--- src/rtl/gpio_pad_pkg.sv ---
package gpio_pad_pkg;

    localparam int CFG_W       = 16;
    localparam int ALT_PER_PIN = 3;
    localparam int FSEL_W      = 2;

    // LSB-numbered field positions within one configuration word
    localparam int F_FSEL_LO = 10;
    localparam int F_OBE     = 9;
    localparam int F_IBE     = 8;
    localparam int F_DRV_LO  = 6;
    localparam int F_ODE     = 5;
    localparam int F_HYS     = 4;
    localparam int F_SLEW_LO = 2;
    localparam int F_PEN     = 1;
    localparam int F_PSEL    = 0;

    localparam logic [CFG_W-1:0] MASK_STD  = 16'h0F3F;
    localparam logic [CFG_W-1:0] MASK_DRV  = 16'h0FF3;
    localparam logic [CFG_W-1:0] BOOT_INIT = 16'h0001;

    typedef enum logic [1:0] {
        ST_IDLE   = 2'd0,
        ST_ACCESS = 2'd1,
        ST_ACK    = 2'd2
    } bus_state_e;

    typedef enum logic [1:0] {
        RGN_CFG  = 2'd0,
        RGN_DOUT = 2'd1,
        RGN_DIN  = 2'd2,
        RGN_NONE = 2'd3
    } region_e;

endpackage

--- src/rtl/gpio_bus_fsm.sv ---
module gpio_bus_fsm
    import gpio_pad_pkg::*;
#(
    parameter int ADDR_W = 10
) (
    input  logic              clk,
    input  logic              rst_n,
    input  logic              req,
    input  logic              we,
    input  logic [ADDR_W-1:0] addr,
    input  logic [3:0]        be,
    input  logic [31:0]       wdata,
    input  logic [31:0]       rd_word,
    output logic              wr_stb,
    output logic [ADDR_W-1:0] addr_q,
    output logic [3:0]        be_q,
    output logic [31:0]       wdata_q,
    output logic [31:0]       rdata,
    output logic              ack
);

    bus_state_e state_q, state_d;
    logic       we_q;

    always_ff @(posedge clk or negedge rst_n) begin
        if (!rst_n) state_q <= ST_IDLE;
        else        state_q <= state_d;
    end

    always_comb begin
        state_d = state_q;
        unique case (state_q)
            ST_IDLE:   if (req) state_d = ST_ACCESS;
            ST_ACCESS: state_d = ST_ACK;
            ST_ACK:    state_d = ST_IDLE;
            default:   state_d = ST_IDLE;
        endcase
    end

    always_ff @(posedge clk or negedge rst_n) begin
        if (!rst_n) begin
            we_q    <= 1'b0;
            addr_q  <= '0;
            be_q    <= '0;
            wdata_q <= '0;
            rdata   <= '0;
        end else begin
            if (state_q == ST_IDLE && req) begin
                we_q    <= we;
                addr_q  <= addr;
                be_q    <= be;
                wdata_q <= wdata;
            end
            if (state_q == ST_ACCESS) rdata <= rd_word;
        end
    end

    always_comb begin
        wr_stb = (state_q == ST_ACCESS) && we_q;
        ack    = (state_q == ST_ACK);
    end

endmodule

--- src/rtl/gpio_in_sync.sv ---
module gpio_in_sync #(
    parameter int WIDTH = 8
) (
    input  logic             clk,
    input  logic             rst_n,
    input  logic [WIDTH-1:0] d,
    output logic [WIDTH-1:0] q
);

    logic [WIDTH-1:0] meta_q;

    always_ff @(posedge clk or negedge rst_n) begin
        if (!rst_n) begin
            meta_q <= '0;
            q      <= '0;
        end else begin
            meta_q <= d;
            q      <= meta_q;
        end
    end

endmodule

--- src/rtl/gpio_pad_mux.sv ---
module gpio_pad_mux
    import gpio_pad_pkg::*;
#(
    parameter bit INPUT_ONLY = 1'b0
) (
    input  logic [FSEL_W-1:0]      fsel,
    input  logic                   obe,
    input  logic                   ode,
    input  logic                   dout,
    input  logic [ALT_PER_PIN-1:0] alt_do,
    input  logic [ALT_PER_PIN-1:0] alt_oe,
    output logic                   pad_do,
    output logic                   pad_oe
);

    logic src_d, src_e, drv_en;

    always_comb begin
        unique case (fsel)
            2'd0:    begin src_d = dout;      src_e = obe;       end
            2'd1:    begin src_d = alt_do[0]; src_e = alt_oe[0]; end
            2'd2:    begin src_d = alt_do[1]; src_e = alt_oe[1]; end
            default: begin src_d = alt_do[2]; src_e = alt_oe[2]; end
        endcase

        if (ode) begin
            pad_do = 1'b0;
            drv_en = src_e & ~src_d;
        end else begin
            pad_do = src_d;
            drv_en = src_e;
        end

        pad_oe = INPUT_ONLY ? 1'b0 : drv_en;
    end

endmodule

--- src/rtl/gpio_pad_ctrl.sv ---
module gpio_pad_ctrl
    import gpio_pad_pkg::*;
#(
    parameter int                  NUM_PINS        = 8,
    parameter int                  ADDR_W          = 10,
    parameter logic [NUM_PINS-1:0] INPUT_ONLY_MASK = 8'b0000_0011,
    parameter logic [NUM_PINS-1:0] ABSENT_MASK     = 8'b0100_0000,
    parameter logic [NUM_PINS-1:0] DS_MASK         = 8'b1000_0000,
    parameter int                  BOOT_PIN        = 5
) (
    input  logic                            clk,
    input  logic                            rst_n,
    input  logic                            bus_req,
    input  logic                            bus_we,
    input  logic [ADDR_W-1:0]               bus_addr,
    input  logic [3:0]                      bus_be,
    input  logic [31:0]                     bus_wdata,
    output logic [31:0]                     bus_rdata,
    output logic                            bus_ack,
    input  logic [NUM_PINS*ALT_PER_PIN-1:0] alt_do,
    input  logic [NUM_PINS*ALT_PER_PIN-1:0] alt_oe,
    input  logic [NUM_PINS-1:0]             pad_di,
    output logic [NUM_PINS-1:0]             pad_do,
    output logic [NUM_PINS-1:0]             pad_oe,
    output logic [NUM_PINS-1:0]             pad_ie,
    output logic [NUM_PINS-1:0]             pad_pull_en,
    output logic [NUM_PINS-1:0]             pad_pull_up,
    output logic [NUM_PINS-1:0]             pad_hys,
    output logic [2*NUM_PINS-1:0]           pad_slew,
    output logic [2*NUM_PINS-1:0]           pad_drive
);

    localparam int WIDX_W  = 6;
    localparam int RGN_LSB = WIDX_W;
    localparam int MAP_MSB = RGN_LSB + 2;

    logic              wr_stb;
    logic [ADDR_W-1:0] addr_q;
    logic [3:0]        be_q;
    logic [31:0]       wdata_q;
    logic [31:0]       rd_word;
    logic [31:0]       rd_parts [NUM_PINS];

    logic [NUM_PINS-1:0] dout_q, din_s, obe_v, ode_v, gpio_v;

    logic              in_map;
    region_e           rgn;
    logic [WIDX_W-1:0] widx;

    assign in_map = (addr_q[ADDR_W-1:MAP_MSB] == '0);
    assign rgn    = region_e'(addr_q[MAP_MSB-1:RGN_LSB]);
    assign widx   = addr_q[WIDX_W-1:0];

    gpio_bus_fsm #(.ADDR_W(ADDR_W)) fsm_i (
        .clk     (clk),
        .rst_n   (rst_n),
        .req     (bus_req),
        .we      (bus_we),
        .addr    (bus_addr),
        .be      (bus_be),
        .wdata   (bus_wdata),
        .rd_word (rd_word),
        .wr_stb  (wr_stb),
        .addr_q  (addr_q),
        .be_q    (be_q),
        .wdata_q (wdata_q),
        .rdata   (bus_rdata),
        .ack     (bus_ack)
    );

    gpio_in_sync #(.WIDTH(NUM_PINS)) sync_i (
        .clk   (clk),
        .rst_n (rst_n),
        .d     (pad_di),
        .q     (din_s)
    );

    for (genvar p = 0; p < NUM_PINS; p++) begin : g_pin
        localparam logic [WIDX_W-1:0] CW   = WIDX_W'(p / 2);
        localparam logic [WIDX_W-1:0] DW   = WIDX_W'(p / 4);
        localparam int                HL   = (p % 2 == 0) ? 16 : 0;
        localparam int                LANE = 3 - (p % 4);
        localparam logic [CFG_W-1:0]  MASK = DS_MASK[p] ? MASK_DRV : MASK_STD;
        localparam logic [CFG_W-1:0]  INIT = (p == BOOT_PIN) ? BOOT_INIT : '0;
        localparam bit HAS_DOUT = !(INPUT_ONLY_MASK[p] || ABSENT_MASK[p]);

        logic [CFG_W-1:0] cfg_r, cfg_new;
        logic             cfg_hit;
        logic [31:0]      part;

        assign cfg_hit = wr_stb && in_map && (rgn == RGN_CFG) && (widx == CW);
        assign cfg_new = {be_q[HL/8+1] ? wdata_q[HL+8 +: 8] : cfg_r[15:8],
                          be_q[HL/8]   ? wdata_q[HL   +: 8] : cfg_r[7:0]};

        always_ff @(posedge clk or negedge rst_n) begin
            if (!rst_n)       cfg_r <= INIT;
            else if (cfg_hit) cfg_r <= cfg_new & MASK;
        end

        if (HAS_DOUT) begin : g_dout
            always_ff @(posedge clk or negedge rst_n) begin
                if (!rst_n)
                    dout_q[p] <= 1'b0;
                else if (wr_stb && in_map && rgn == RGN_DOUT && widx == DW && be_q[LANE])
                    dout_q[p] <= wdata_q[LANE*8];
            end
        end else begin : g_no_dout
            assign dout_q[p] = 1'b0;
        end

        gpio_pad_mux #(.INPUT_ONLY(INPUT_ONLY_MASK[p])) mux_i (
            .fsel   (cfg_r[F_FSEL_LO +: FSEL_W]),
            .obe    (cfg_r[F_OBE]),
            .ode    (cfg_r[F_ODE]),
            .dout   (dout_q[p]),
            .alt_do (alt_do[p*ALT_PER_PIN +: ALT_PER_PIN]),
            .alt_oe (alt_oe[p*ALT_PER_PIN +: ALT_PER_PIN]),
            .pad_do (pad_do[p]),
            .pad_oe (pad_oe[p])
        );

        assign pad_ie[p]          = cfg_r[F_IBE];
        assign pad_pull_en[p]     = cfg_r[F_PEN];
        assign pad_pull_up[p]     = cfg_r[F_PSEL];
        assign pad_hys[p]         = cfg_r[F_HYS];
        assign pad_slew[2*p +: 2]  = cfg_r[F_SLEW_LO +: 2];
        assign pad_drive[2*p +: 2] = cfg_r[F_DRV_LO +: 2];

        assign obe_v[p]  = cfg_r[F_OBE];
        assign ode_v[p]  = cfg_r[F_ODE];
        assign gpio_v[p] = (cfg_r[F_FSEL_LO +: FSEL_W] == '0);

        always_comb begin
            part = '0;
            if (in_map) begin
                case (rgn)
                    RGN_CFG:  if (widx == CW) part[HL +: 16] = cfg_r;
                    RGN_DOUT: if (widx == DW) part[LANE*8] = dout_q[p];
                    RGN_DIN:  if (widx == DW) part[LANE*8] = din_s[p] & cfg_r[F_IBE];
                    default:  part = '0;
                endcase
            end
        end

        assign rd_parts[p] = part;
    end

    always_comb begin
        rd_word = '0;
        for (int i = 0; i < NUM_PINS; i++) rd_word |= rd_parts[i];
    end

endmodule

--- config.mk ---
export PLATFORM = sky130hd
export DESIGN_NAME = gpio_pad_ctrl
export DESIGN_NICKNAME = d
export VERILOG_FILES = /design/src/rtl/gpio_pad_pkg.sv /design/src/rtl/gpio_bus_fsm.sv /design/src/rtl/gpio_in_sync.sv /design/src/rtl/gpio_pad_mux.sv /design/src/rtl/gpio_pad_ctrl.sv
export SDC_FILE = /design/constraint.sdc
export NUM_CORES = 1
export LEC_CHECK = 0
export ABC_AREA = 1
export BUFFER_PORTS_ARGS = -buffer_cell sky130_fd_sc_hd__buf_2
export CAP_MARGIN = 5
export CORE_MARGIN = 5
export CORE_UTILIZATION = 40
export CTS_BUF_LIST = sky130_fd_sc_hd__clkbuf_8 sky130_fd_sc_hd__clkbuf_16
export DETAILED_ROUTE_END_ITERATION = 10
export PLACE_DENSITY = 0.61
export SLEW_MARGIN = 40
export SYNTH_ARGS = -nofsm -noshare
export SYNTH_HDL_FRONTEND = slang
export SYNTH_SLANG_ARGS = --single-unit
--- constraint.sdc ---
create_clock -name clk -period 1.9 [get_ports clk]
set_input_delay 0.57 -clock clk [delete_from_list [all_inputs] [get_ports clk]]
set_output_delay 0.57 -clock clk [all_outputs]
set_load 0.02 [all_outputs]
==> parameters.txt <==
Parameter                              Value

Placed design
  Inst Count DP ... ~1300
  Placed Area ... 8740 µm²
  Count of buffers from port buffering ... around 170
  RD Place Congestion ... 0.837
  Detail Placement HPWL ... 15400 µm

Critical path
  Critical Path Sink ... pad_do[7]
  FF-to-FF Start ... fsm_i.addr_q[9]
  Capturing point of the worst reg2reg path ... g_pin[3].cfg_r[11]
  WP data required ... between 1000 and 1500 ps
  CP startpoint kind ... register
  Arrival time worst endpoint ... 1600 ps
  Element type at the critical path end ... output pin
  CP Class ... register to output pin
  Critical-path maximum fanout ... 7
  Worst setup path startpoint ... g_pin[7].cfg_r[11]
  Register-to-register setup slack ... approximately 150 ps
  Worst R2R Path Depth ... 9

GRT
  All-Layer GR Usage ... a little under a fifth
  Global-route layer with the greatest usage ... met2
  Initial antenna violation count ... 0
  Met2 usage ... a little under 30%
  Number of global-route vias before repair ... 6263
  Pin count of the biggest net entering global routing ... 47
  GRT Residual Overflow ... 0
  M3 GR Usage ... just over 4%
  First-pass GRT wire length ... around 33000 µm
  Fraction of met1 tracks used by global routing ... a little over a quarter

Floorplanning
  Vertical extent of the die ... between 150 and 200 µm
  Die area ... around 23000 µm²
  Horizontal die dimension ... ~150 µm
  Row cnt ... 51
  Top-Level Pins ... ~220
  Initial core utilization ... between 40% and 50%
  Placeable Area ... around 20000 µm²

CTS
  CTS tree ... done
  Clock-pin transition on the worst setup and hold timing paths ... around 70 ps
  Clock buffer count from CTS ... 17
  CTS Hold Buffers Added ... 0
  Count of H-tree levels built during CTS ... 4
  Clock latency of the later-clocked register in the worst-skew pair ... ~420 ps
  Root buffer cell ... sky130_fd_sc_hd__clkbuf_16
  Number of sinks on the clock net ... around 160
  Number of buffers on the longest clock path ... 2

Power and ir drop
  Largest vdd supply drop ... ~0.00060 V
  Static leakage ... between 4 and 5 nW
  Cell-internal power ... 6.25 mW
  Total Power Consumption ... between 8 and 9 mW
  Ratio of total power to cell area ... ~900 nW/µm²
  Part of the total power dissipated in combinational logic ... between 15 and 20%
  Switch share ... between 20 and 30%
  Net Switching ... 2.52 mW
  Relative contribution of sequential cells to total power ... between 40% and 50%
  Share of total power in the clock network ... between 30% and 40%

Run status
  Failing checks ... negative setup slack
  Run status ... finished, violations left

Cells and area
  Synthesis-to-layout area growth ... 22.2%
  Commonest non-fill, non-tap cell in the layout ... sky130_fd_sc_hd__nand2_1
  Final instance area ... just under 10000 µm²
  Top library cells by usage in the layout, fill and taps aside ... sky130_fd_sc_hd__nand2_1, sky130_fd_sc_hd__buf_2, sky130_fd_sc_hd__dfrtp_1
  Filler cell count ... ~1900
  Layout Utilization ... between 40% and 50%
  # nets final ... between 1000 and 1500
  Finished Layout Cells ... between 1000 and 1500
  ANT cells ... 0
  Fraction of final layout cells with drive strength greater than 1 ... between 30% and 40%

STA
  Worst setup skew after layout ... about 11 ps
  Endpoints failing hold ... 0
  Unrepaired setup endpoints after global routing ... true
  Setup Viol. Count Final ... 13
  Pins Over Slew Limit ... 0
  Final critical-path share of the clock period ... 114%
  Setup_tns ... -1970 ps
  Achievable Freq ... between 400 and 500 MHz
  Period minus WS final ... 2170 ps
  Final WS setup ... -266 ps

Routing
  Final Routed Wirelength ... 21500 µm
  Routed via count divided by cell count ... between 4 and 5
  Number of DRC markers after the initial detailed-route iteration ... a little over 400
  Routed len/inst ... about 16 µm
  Vias ... between 6000 and 7000
  DRC Markers ... 0
  Antenna-violating nets left ... 0
  Initial DRT Pass Iterations ... 5

Run
  Max_cap viols ... 0

Synthesis
  Syn Area/Cell ... roughly 8.6 µm²
  Seq/Total Area, Yosys ... 50.8%
  Number of different library cells in the post-synthesis netlist ... 35
  Count of warnings emitted by yosys ... 0
  Number of instances in the synthesized netlist ... 930
  Total standard cell area after synthesis ... around 8000 µm²
  Yosys reg bits ... 162

Worst hold path
  Hold/Removal Path Class ... input pin to asynchronous set/reset pin
==> flip-flops by register name (all words and copies together), names as in the netlist <==
signal         cells
fsm_i.we_q         1
sync_i.q           8
fsm_i.state_q      2
g_pin.cfg_r       80
fsm_i.addr_q      10
fsm_i.be_q         4
sync_i.meta_q      8
fsm_i.wdata_q     22
dout_q             5
fsm_i.rdata       22
==> layout make-up <==
cell class	count	area, µm²	share of cell area (%)
Multi-Input combinational cell	611	3040	31.1
Tap cell	265	332	3.40
Inverter	63	241	2.48
Timing Repair Buffer	233	1470	15.1
Sequential cell	162	4070	41.7
Clock inverter	13	163	1.67
Clock buffer	18	439	4.50
==> worst max-delay path: stages (launching register included) <==
cell and delay [ps]:
sky130_fd_sc_hd__dfrtp_2 460, sky130_fd_sc_hd__inv_2 90, sky130_fd_sc_hd__nand3_2 80, sky130_fd_sc_hd__nand3_1 90, sky130_fd_sc_hd__o21a_1 160, sky130_fd_sc_hd__inv_1 50
sky130_fd_sc_hd__nor2_1 100, sky130_fd_sc_hd__buf_4 170
==> per-stage QoR <==
| stage | setup slack, ps | hold slack, ps |
|---|---|---|
| after floorplan | 155 | 274 |
| after global placement | -81.3 | 336 |
| after detailed placement | -61.7 | 340 |
| after CTS | -241 | 31.7 |
| after global routing | -345 | 47.0 |
| final | -266 | 35.0 |
==> power groups by stage <==
stage | Combinational [mW] | Sequential [mW] | Clock, mW
2_1_floorplan | 0.837 | 3.96 | 0
3_3_place_gp | 1.30 | 3.98 | 0
3_5_place_dp | 1.31 | 3.99 | 0
4_1_cts | 1.35 | 3.92 | 3.55
5_1_grt | 1.51 | 3.96 | 3.73
6_report | 1.35 | 3.93 | 3.50
==> cells in the mapped netlist <==
master / count / area share [%]
sky130_fd_sc_hd__nand2_1: 296 / 14
sky130_fd_sc_hd__dfrtp_1: 161 / 51
sky130_fd_sc_hd__o21ai_0: 114 / 7.2
sky130_fd_sc_hd__buf_4: 92 / 8.7
sky130_fd_sc_hd__nand3_1: 63 / 4.0
sky130_fd_sc_hd__inv_1: 59 / 2.8
sky130_fd_sc_hd__nor2_1: 33 / 1.6
sky130_fd_sc_hd__clkbuf_1: 14 / 0.66
sky130_fd_sc_hd__a22oi_1: 13 / 1.2
sky130_fd_sc_hd__o21ai_2: 12 / 1.3
sky130_fd_sc_hd__a21oi_1: 11 / 0.69
sky130_fd_sc_hd__nand3_4: 10 / 2.2
sky130_fd_sc_hd__buf_2: 8 / 0.50
sky130_fd_sc_hd__nand4_1: 6 / 0.47
sky130_fd_sc_hd__buf_6: 5 / 0.71
sky130_fd_sc_hd__ha_1: 4 / 0.63
sky130_fd_sc_hd__a31oi_1: 3 / 0.24
sky130_fd_sc_hd__nor2_4: 3 / 0.42
sky130_fd_sc_hd__o21a_1: 3 / 0.28
sky130_fd_sc_hd__clkinv_1: 2 / 0.094
sky130_fd_sc_hd__inv_2: 2 / 0.094
sky130_fd_sc_hd__o211ai_1: 2 / 0.19
sky130_fd_sc_hd__or2_2: 2 / 0.16
sky130_fd_sc_hd__a211oi_1: 1 / 0.094
sky130_fd_sc_hd__buf_1: 1 / 0.047
sky130_fd_sc_hd__buf_12: 1 / 0.25
sky130_fd_sc_hd__conb_1: 1 / 0.047
sky130_fd_sc_hd__dfstp_2: 1 / 0.33
sky130_fd_sc_hd__nand2_2: 1 / 0.078
sky130_fd_sc_hd__nand2_4: 1 / 0.14
sky130_fd_sc_hd__nor2_2: 1 / 0.078
sky130_fd_sc_hd__nor2_8: 1 / 0.25
sky130_fd_sc_hd__nor4_1: 1 / 0.078
sky130_fd_sc_hd__o221ai_1: 1 / 0.11
sky130_fd_sc_hd__o311ai_0: 1 / 0.11
==> logic make-up (layout without fill, tap and decap cells) <==
kind of cell | count (synthesis) | count (layout) | share of synthesized area, %
buffers and inverters | 184 | 327 | 13.8
other | 1 | 28 | 0.0470
and+or+nand+nor | 418 | 418 | 23.3
AOI/OAI and AO/OA | 161 | 161 | 11.4
DFF | 162 | 162 | 50.8
adders and majority gates | 4 | 4 | 0.627
==> worst min path at each step <==
| stage | end | slack [ps] | cells after the start |
|---|---|---|---|
| 2_1_floorplan | dout_q[2] | 270 | 0 |
| 3_3_place_gp | sync_i.q[4] | 340 | 0 |
| 3_5_place_dp | sync_i.q[3] | 340 | 0 |
| 4_1_cts | g_pin[3].cfg_r[3] | 30 | 1 |
| 5_1_grt | g_pin[5].cfg_r[2] | 50 | 1 |
| 6_report | g_pin[5].cfg_r[3] | 40 | 1 |
==> metal layers <==
metal | vias to the layer above | share of wire (%)
met5 | - | 0
met4 | 0 | 1.0
met3 | 20 | 6.7
met2 | 208 | 47
met1 | 3111 | 45
li1 | 3219 | -
==> timing repair <==
item / in CTS / in global routing
pin swaps: 6 / 17
endpoints found under the setup margin: 14 / 66
setup buffers: 23 / 5
gates resized for setup: 57 / 27
No activity file was read; power rests on OpenSTA's default activity.
